`src/rtl/frz_pkg.sv`:
```
package frz_pkg;
  typedef enum logic [1:0] {
    ST_OPEN   = 2'd0,
    ST_DRAIN  = 2'd1,
    ST_HELD   = 2'd2,
    ST_SETTLE = 2'd3
  } frz_state_e;

  localparam int OFS_STATUS  = 0;
  localparam int OFS_CTRL    = 4;
  localparam int OFS_VIOL    = 8;
  localparam int OFS_IDENT   = 12;

  localparam int CB_FREEZE   = 0;
  localparam int CB_RESET    = 1;
  localparam int CB_RELEASE  = 2;
  localparam int CTRL_W      = 3;

  localparam int VB_BOTH     = 0;
  localparam int VB_STATE    = 1;
  localparam int VB_RESET    = 2;
  localparam int VIOL_W      = 3;

  localparam int SB_FROZEN   = 0;
  localparam int SB_OPEN     = 1;
endpackage

```
`src/rtl/frz_seq.sv`:
```
module frz_seq
  import frz_pkg::*;
#(
  parameter int DRAIN_CYCLES  = 16,
  parameter int SETTLE_CYCLES = 4
) (
  input  logic       clk,
  input  logic       rst_n,
  input  logic       go_freeze,
  input  logic       go_release,
  input  logic       reset_bit,
  output frz_state_e state,
  output logic [1:0] status,
  output logic       freeze_o,
  output logic       region_rst_o
);
  localparam int MAXC  = (DRAIN_CYCLES > SETTLE_CYCLES) ? DRAIN_CYCLES : SETTLE_CYCLES;
  localparam int CNT_W = (MAXC < 2) ? 1 : $clog2(MAXC + 1);
  localparam logic [CNT_W-1:0] DRAIN_LOAD  = CNT_W'(DRAIN_CYCLES - 1);
  localparam logic [CNT_W-1:0] SETTLE_LOAD = CNT_W'(SETTLE_CYCLES - 1);

  frz_state_e       state_q;
  logic [CNT_W-1:0] cnt_q;
  logic             cnt_zero;

  assign cnt_zero = (cnt_q == '0);

  always_ff @(posedge clk or negedge rst_n) begin
    if (!rst_n) begin
      state_q <= ST_OPEN;
      cnt_q   <= '0;
    end else begin
      case (state_q)
        ST_OPEN: begin
          if (go_freeze) begin
            state_q <= ST_DRAIN;
            cnt_q   <= DRAIN_LOAD;
          end
        end
        ST_DRAIN: begin
          if (cnt_zero) state_q <= ST_HELD;
          else          cnt_q   <= cnt_q - CNT_W'(1);
        end
        ST_HELD: begin
          if (go_release) begin
            state_q <= ST_SETTLE;
            cnt_q   <= SETTLE_LOAD;
          end
        end
        ST_SETTLE: begin
          if (cnt_zero) state_q <= ST_OPEN;
          else          cnt_q   <= cnt_q - CNT_W'(1);
        end
        default: state_q <= ST_OPEN;
      endcase
    end
  end

  assign state = state_q;

  always_comb begin
    status = '0;
    status[SB_FROZEN] = (state_q == ST_HELD) || (state_q == ST_SETTLE);
    status[SB_OPEN]   = (state_q == ST_OPEN) || (state_q == ST_DRAIN);
  end

  assign freeze_o     = (state_q != ST_OPEN);
  assign region_rst_o = reset_bit && (state_q == ST_HELD);
endmodule

```
`src/rtl/frz_regs.sv`:
```
module frz_regs
  import frz_pkg::*;
#(
  parameter int          ADDR_W  = 4,
  parameter logic [31:0] IDENT   = 32'h0000_0002
) (
  input  logic              clk,
  input  logic              rst_n,
  input  logic [ADDR_W-1:0] addr,
  input  logic              wr_en,
  input  logic [31:0]       wr_data,
  input  logic              rd_en,
  output logic [31:0]       rd_data,
  input  frz_state_e        state,
  input  logic [1:0]        status,
  output logic              go_freeze,
  output logic              go_release,
  output logic [CTRL_W-1:0] ctrl_q,
  output logic [VIOL_W-1:0] viol_q
);
  localparam logic [ADDR_W-1:0] A_STATUS = ADDR_W'(OFS_STATUS);
  localparam logic [ADDR_W-1:0] A_CTRL   = ADDR_W'(OFS_CTRL);
  localparam logic [ADDR_W-1:0] A_VIOL   = ADDR_W'(OFS_VIOL);
  localparam logic [ADDR_W-1:0] A_IDENT  = ADDR_W'(OFS_IDENT);

  logic              ctrl_wr;
  logic              viol_wr;
  logic              want_frz;
  logic              want_rst;
  logic              want_rel;
  logic [VIOL_W-1:0] viol_now;
  logic              accept;

  assign ctrl_wr  = wr_en && (addr == A_CTRL);
  assign viol_wr  = wr_en && (addr == A_VIOL);
  assign want_frz = wr_data[CB_FREEZE];
  assign want_rst = wr_data[CB_RESET];
  assign want_rel = wr_data[CB_RELEASE];

  always_comb begin
    viol_now = '0;
    viol_now[VB_BOTH]  = want_frz && want_rel;
    viol_now[VB_STATE] = (want_frz && (state != ST_OPEN)) ||
                         (want_rel && (state != ST_HELD));
    viol_now[VB_RESET] = want_rst && (state != ST_HELD);
  end

  assign accept     = ctrl_wr && (viol_now == '0);
  assign go_freeze  = accept && want_frz;
  assign go_release = accept && want_rel;

  always_ff @(posedge clk or negedge rst_n) begin
    if (!rst_n) begin
      ctrl_q <= '0;
      viol_q <= '0;
    end else begin
      if (accept) ctrl_q <= wr_data[CTRL_W-1:0];
      if (ctrl_wr)
        viol_q <= viol_q | viol_now;
      else if (viol_wr && wr_data[0])
        viol_q <= '0;
    end
  end

  always_ff @(posedge clk or negedge rst_n) begin
    if (!rst_n) begin
      rd_data <= '0;
    end else if (rd_en) begin
      case (addr)
        A_STATUS: rd_data <= {30'd0, status};
        A_CTRL:   rd_data <= {{(32-CTRL_W){1'b0}}, ctrl_q};
        A_VIOL:   rd_data <= {{(32-VIOL_W){1'b0}}, viol_q};
        A_IDENT:  rd_data <= IDENT;
        default:  rd_data <= '0;
      endcase
    end
  end
endmodule

```
`src/rtl/frz_bridge_ctl.sv`:
```
module frz_bridge_ctl
  import frz_pkg::*;
#(
  parameter int          ADDR_W        = 4,
  parameter int          DRAIN_CYCLES  = 16,
  parameter int          SETTLE_CYCLES = 4,
  parameter logic [31:0] IDENT         = 32'h0000_0002
) (
  input  logic              clk,
  input  logic              rst_n,
  input  logic [ADDR_W-1:0] bus_addr,
  input  logic              bus_wr,
  input  logic [31:0]       bus_wdata,
  input  logic              bus_rd,
  output logic [31:0]       bus_rdata,
  output logic              region_freeze,
  output logic              region_reset
);
  frz_state_e        state_w;
  logic [1:0]        status_w;
  logic              go_freeze_w;
  logic              go_release_w;
  logic [CTRL_W-1:0] ctrl_w;
  logic [VIOL_W-1:0] viol_w;

  frz_regs #(
    .ADDR_W (ADDR_W),
    .IDENT  (IDENT)
  ) u_regs (
    .clk        (clk),
    .rst_n      (rst_n),
    .addr       (bus_addr),
    .wr_en      (bus_wr),
    .wr_data    (bus_wdata),
    .rd_en      (bus_rd),
    .rd_data    (bus_rdata),
    .state      (state_w),
    .status     (status_w),
    .go_freeze  (go_freeze_w),
    .go_release (go_release_w),
    .ctrl_q     (ctrl_w),
    .viol_q     (viol_w)
  );

  frz_seq #(
    .DRAIN_CYCLES  (DRAIN_CYCLES),
    .SETTLE_CYCLES (SETTLE_CYCLES)
  ) u_seq (
    .clk          (clk),
    .rst_n        (rst_n),
    .go_freeze    (go_freeze_w),
    .go_release   (go_release_w),
    .reset_bit    (ctrl_w[CB_RESET]),
    .state        (state_w),
    .status       (status_w),
    .freeze_o     (region_freeze),
    .region_rst_o (region_reset)
  );
endmodule

```
`config.mk`:
```
export PLATFORM = sky130hd
export DESIGN_NAME = frz_bridge_ctl
export DESIGN_NICKNAME = d
export VERILOG_FILES = /design/src/rtl/frz_pkg.sv /design/src/rtl/frz_seq.sv /design/src/rtl/frz_regs.sv /design/src/rtl/frz_bridge_ctl.sv
export SDC_FILE = /design/constraint.sdc
export NUM_CORES = 1
export LEC_CHECK = 0
export BUFFER_PORTS_ARGS = -buffer_cell sky130_fd_sc_hd__clkbuf_2
export CAP_MARGIN = 15
export CORE_MARGIN = 2
export CORE_UTILIZATION = 46
export CTS_CLUSTER_SIZE = 8
export DETAILED_ROUTE_END_ITERATION = 10
export PLACE_DENSITY = 0.85
export SLEW_MARGIN = 25
export SYNTH_ARGS = -nofsm -noshare
export SYNTH_HDL_FRONTEND = slang
export SYNTH_SLANG_ARGS = --single-unit
```
`constraint.sdc`:
```
create_clock -name clk -period 4.13 [get_ports clk]
set_clock_uncertainty 0.2 [all_clocks]
set_input_delay 0.826 -clock clk [delete_from_list [all_inputs] [get_ports clk]]
set_output_delay 0.826 -clock clk [all_outputs]
set_load 0.02 [all_outputs]
```
# [After elaboration in Yosys (flattened, before gate mapping)]
# Index checks and enable logic that the tools add are counted.
[op_classes] addsub=1 eq_ne=12 mux=12 bitwise_logic=1 reduce_logical=23
[op_table] cell="$mux 5" n=3
[op_table] cell="$pmux 5 s3" n=1
[op_table] cell="$pmux 3 s4" n=1
[op_table] cell="$logic_and 1x1->1" n=11
[op_table] cell="$eq 4x4->1 const B" n=2
[op_table] cell="$mux 2" n=4
[op_table] cell="$ne 2x2->1 const B" n=4
[op_table] cell="$pmux 2 s4" n=1
[op_table] cell="$mux 3" n=2
[op_table] cell="$logic_not 5->1" n=1
[op_table] cell="$sub 5x1->5 const B" n=1
[op_table] cell="$eq 2x2->1 const B" n=2
[op_table] cell="$eq 4x3->1 const B" n=1
[op_table] cell="$logic_not 4->1" n=1
[op_table] cell="$ne 2x1->1 const B" n=2
[op_table] cell="$reduce_and 4->1" n=1
[op_table] cell="$reduce_bool 2->1" n=2
[op_table] cell="$logic_not 3->1" n=1
[op_table] cell="$logic_or 1x1->1" n=3
[op_table] cell="$or 3x3->3" n=1
[op_table] cell="$reduce_and 3->1" n=1
[op_table] cell="$eq 2x1->1 const B" n=1
[op_table] cell="$logic_not 2->1" n=1
[op_table] cell="$reduce_or 2->1" n=1
[totals] reg_bits=45 inputBits=40 out_inout_bits=34 word_cells=54

# [Logic depth before layout (Yosys ltp)]
[logic_depth] word_depth=8 depth_mapped=7

# [Cells and area by module]
# From an unflattened synthesis, not the netlist that was laid out.
[unflattened] hier_cells=144 area_unflattened_um2=1292.5
[modules_own_cells] mod="frz_regs" n_inst=1 cells_each=92 area_each_um2=775.7 seq_area_each_um2=225.2
[modules_own_cells] mod="frz_seq" n_inst=1 cells_each=52 area_each_um2=516.7 seq_area_each_um2=175.2

# [Worst setup path after synthesis]
# OpenSTA, ideal clock, no wires.
[synth_timing] path_type="input -> register" startpoint="in bus_wdata[2]" endpoint="reg u_seq.state_q[0] (netlist: u_seq.state[0])" setup_time_ns=0.125 arrival_time_ns=1.871 slack_ns=1.935 cell_stages=4 path_buffers=0 cell_sequence="nor4b_2 > o2111ai_2 > a21oi_1 > mux2_2"
[synth_via] elab_chain_len=7 elab_cells_between_ends=10 classes_between="eq/ne (2); reduce/logical (8)"
[synth_rtl] item="start, declared" line="frz_bridge_ctl.sv:13" text="input logic [31:0] bus_wdata,"
[synth_rtl] item="$logic_and 1x1->1" line="frz_regs.sv:44" text="(want_rel && (state != ST_HELD));"
[synth_rtl] item="$logic_or 1x1->1" line="frz_regs.sv:43" text="viol_now[VB_STATE] = (want_frz && (state != ST_OPEN)) ||"
[synth_rtl] item="$logic_not 3->1" line="frz_regs.sv:48" text="assign accept = ctrl_wr && (viol_now == '0);"
[synth_rtl] item="$logic_and 1x1->1" line="frz_regs.sv:48"
[synth_rtl] item="$logic_and 1x1->1, on equally long branches" line="frz_regs.sv:50, frz_regs.sv:49"
[synth_rtl] item="$ne 2x2->1 (no source line)"
[synth_rtl] item="$reduce_and 4->1 (no source line) (*)"
[synth_rtl] item="end signal, assigned" line="frz_seq.sv:46" text="state_q <= ST_SETTLE;"
[synth_rtl] item="end signal, assigned" line="frz_seq.sv:51" text="if (cnt_zero) state_q <= ST_OPEN;"
[synth_rtl] item="end signal, assigned" line="frz_seq.sv:54" text="default: state_q <= ST_OPEN;"
[synth_rtl] item="end, declared" line="frz_seq.sv:22" text="frz_state_e state_q;"
# Every way passes the cells marked *; elsewhere a longest branch is shown, timed or not.
# A chain may end at the register's enable or synchronous reset.

# [Final worst setup path]
[layout_timing] startpoint="reg u_seq.state_q[0] (netlist: u_seq.state[0])" endpoint="out region_freeze"
[layout_via] elab_chain_len=1
[layout_rtl] item="start signal, assigned" line="frz_seq.sv:30" text="state_q <= ST_OPEN;"
[layout_rtl] item="start signal, assigned" line="frz_seq.sv:36" text="state_q <= ST_DRAIN;"
[layout_rtl] item="start signal, assigned" line="frz_seq.sv:41" text="if (cnt_zero) state_q <= ST_HELD;"
[layout_rtl] item="$reduce_bool 2->1" line="frz_seq.sv:67" text="assign freeze_o = (state_q != ST_OPEN);"
[layout_rtl] item="end, declared" line="frz_bridge_ctl.sv:16" text="output logic region_freeze,"
# Every way passes these cells.

==> key figures <==
Die
  • Initial Util: between 40% and 50%
  • # IOs: between 70 and 80
  • Die height: ~55 um
  • Core Area: 0.00248 mm2
  • Row cnt: 18
  • Die Area: about 0.003 mm2
  • Die X: 55.0 um

Detailed routing
  • Drt drc: 0
  • Vias: between 900 and 1000
  • Final ANT Viol Nets: 0
  • Vias/cell: approximately 5.2
  • 1st-iter DRT viols: 33
  • Routed wire length: 2340 um
  • Drt wl/cell: between 10 and 15 um
  • Drt pass-1 iters: 4

Synthesis
  • Synthesized cell area: about 0.0012 mm2
  • Yosys top cell by area: dfrtp_1
  • Syn_area_per_cell: between 9 and 10 um2
  • Yosys top cell area share: 33.4%
  • Yosys Warn Count: 0
  • Synthesis-stage register bit count: 16
  • Fraction of the yosys area taken by sequential cells: 33.4%
  • Synth Instances: between 100 and 150
  • Top post-synthesis cells by area: dfrtp_1 (33%), buf_4 (18%), ha_1 (6.3%)
  • Count of cell types in the netlist: 36

Pwr
  • Overall power: between 700 and 800 uW
  • Max VDD drop: between 0.0004 and 0.0005 V
  • P_leak: around 0.63 nW
  • PD cells: between 600 and 700 mW/mm2

STA
  • Max Freq: ~380 MHz
  • Final period util: 64.5%
  • Count of pins over their slew limit: 0
  • Setup TNS: 0 ns
  • Final setup viols: 0
  • Fin. Hold Viols: 0
  • Final min period: around 2.7 ns
  • Worst hold slack: between 0.2 and 0.25 ns
  • Unrepaired setup endpoints after global routing: false
  • Final setup margin: ~1.5 ns

Clock network
  • CTS Buf Count: 3
  • Root buffer selected by CTS: clkbuf_4
  • Clock-pin transition on the worst setup and hold timing paths: roughly 0.09 ns
  • Worst-Skew Late Latency: approximately 0.29 ns
  • CTS resizes: 0
  • TritonCTS clock tree: built
  • Hold_buf cts: 0
  • CTS max path bufs: 2
  • Post-CTS Setup Bufs: 0
  • Clk sink count: 16
  • H-tree depth: 1

Place
  • Gp weighted congestion: about 0.83
  • Final HPWL DP: roughly 1800 um
  • Cell Area, Placed: about 0.0012 mm2
  • DP Worst Slack: roughly 1.6 ns
  • PortBufs: 15

Cells and area
  • Filler cells: approximately 240
  • Layout cells sized above 1: about a fifth
  • Commonest cells after routing, fill and taps aside: conb_1 (29), dfrtp_1 (16), clkbuf_2 (15)
  • Fin area: 0.00121 mm2
  • Inserted Diodes: 0
  • Synth-to-layout area growth: 1.46%
  • Commonest non-fill, non-tap cell in the layout: conb_1
  • Final nets: about 200

Critical path
  • R2R depth: 6
  • Required @ worst endpoint: between 3 and 4 ns
  • CP Launch Point: u_seq.state[0]$_DFFE_PN0P_
  • R2r endpoint: u_seq.cnt_q[0]$_DFFE_PN0P_
  • R2R Setup Slk: approximately 1.6 ns
  • RR Startpoint: u_seq.state[0]$_DFFE_PN0P_
  • Startpoint types: register
  • Worst Path Max Fanout: 8
  • WS Path Type: register to primary output
  • Slowest CP cell: dfrtp_1
  • CP Depth: 4
  • CP most frequent cell: inv_1
  • Crit-path cells: inv_1 > ha_1 > inv_1 > clkbuf_2
  • Max incr delay on CP: 0.48 ns
  • Worst Path Buf+Inv: 3
  • CP Capture Point: region_freeze
  • Worst Setup End Kind: primary output
  • Critical path arrival: 1.64 ns
  • Worst path top cell family by delay: buffers and inverters

GRT
  • Total Routing Usage GR: approximately 17%
  • Global-route wire length before repair: ~3700 um
  • Gr ovfl total: 0
  • Largest net degree at the start of global routing: 17
  • Initial antenna violation count: 0
  • Vias in the first global route: 850

Worst hold path
  • Worst Hold Class: input port to asynchronous set/reset pin

Flow run
  • Max-cap violation count: 0

Status
  • Status: finished, final reports clean
synthesized netlist by cell type:
master and number:
nor2_1 13, ha_1 6, nor3b_2 1, nor2b_1 3, a2bb2oi_1 2, nor4_1 1
and3_1 2, nand2b_1 1, nor4b_2 1, a222oi_1 1, o2111ai_2 1, a311o_1 1
a2111oi_0 1, a21o_2 1, inv_1 11, nand3_1 2, conb_1 1, dfrtp_1 16
or3_1 1, buf_4 29, o22ai_1 4, a31oi_1 3, a21oi_1 5, and2_1 1
nor4b_1 1, buf_2 1, a22o_1 1, nand2_1 6, and4bb_2 1, mux2i_1 1
o21ai_0 2, nor3_1 4, o2111ai_1 1, mux2_2 5, and2b_1 1, nor3b_1 1
per-stage QoR:
step | utilization (%) | std cells
global placement | 48.1 | 176
floorplan | - | 161
global route | 49.0 | 179
finish | 49.0 | 179
CTS | 49.0 | 179
detailed placement | 48.1 | 176
worst min path at each step:
stage,from,to,slack [ns]
final,rst_n,u_seq.state[0]$_DFFE_PN0P_,0.25
after global routing,rst_n,u_seq.state[0]$_DFFE_PN0P_,0.27
after CTS,rst_n,u_seq.state[0]$_DFFE_PN0P_,0.26
after detailed placement,u_regs.viol_q[2]$_DFFE_PN0P_,u_regs.viol_q[2]$_DFFE_PN0P_,0.30
after global placement,u_regs.viol_q[1]$_DFFE_PN0P_,u_regs.viol_q[1]$_DFFE_PN0P_,0.29
after floorplan,u_regs.viol_q[1]$_DFFE_PN0P_,u_regs.viol_q[1]$_DFFE_PN0P_,0.26
cells by family (layout without fill, tap and decap cells):
| kind of cell | Yosys count | count (layout) | synth area share (%) |
|---|---|---|---|
| flip-flops | 16 | 16 | 33.4 |
| multiplexers | 6 | 6 | 5.54 |
| adder cells (fa/ha/maj) | 6 | 6 | 6.27 |
| other | 1 | 29 | 0.313 |
| AO/OA/AOI/OAI | 23 | 23 | 13.9 |
| buffers and inverters | 41 | 29 | 22.0 |
| AND/OR/NAND/NOR | 40 | 40 | 18.5 |
report_power, final:
group	internal (mW)	leakage, nW	switching (mW)
Sequential	0.212	0.203	0.0452
Clock	0.0339	0.0138	0.0487
Combinational	0.158	0.409	0.240
Total	0.403	0.626	0.334
area by class of cell:
class	instances	area (um2)	share of cell area [%]
inverters	11	41.3	3.40
flip-flops and latches	16	400	33.0
clock buffers	3	22.5	1.85
well taps	30	37.5	3.09
repair buffers	15	75.1	6.18
multi-input cells	104	638	52.5
metal layers:
layer,GRT usage (%),share of wire [%],routed length [um],vias up
li1,-,-,-,434
met1,20.7,40,933,436
met2,31.0,51,1190,54
met3,5.65,8.9,208,0
met4,2.44,0,0,0
met5,0,0,0,-
registers in the layout, summed over array words and instances, names as in the netlist:
register / count
u_regs.ctrl_q: 3
u_regs.rd_data: 3
u_regs.viol_q: 3
u_seq.cnt_q: 5
u_seq.state: 2
(Power assumes the default switching activity.)
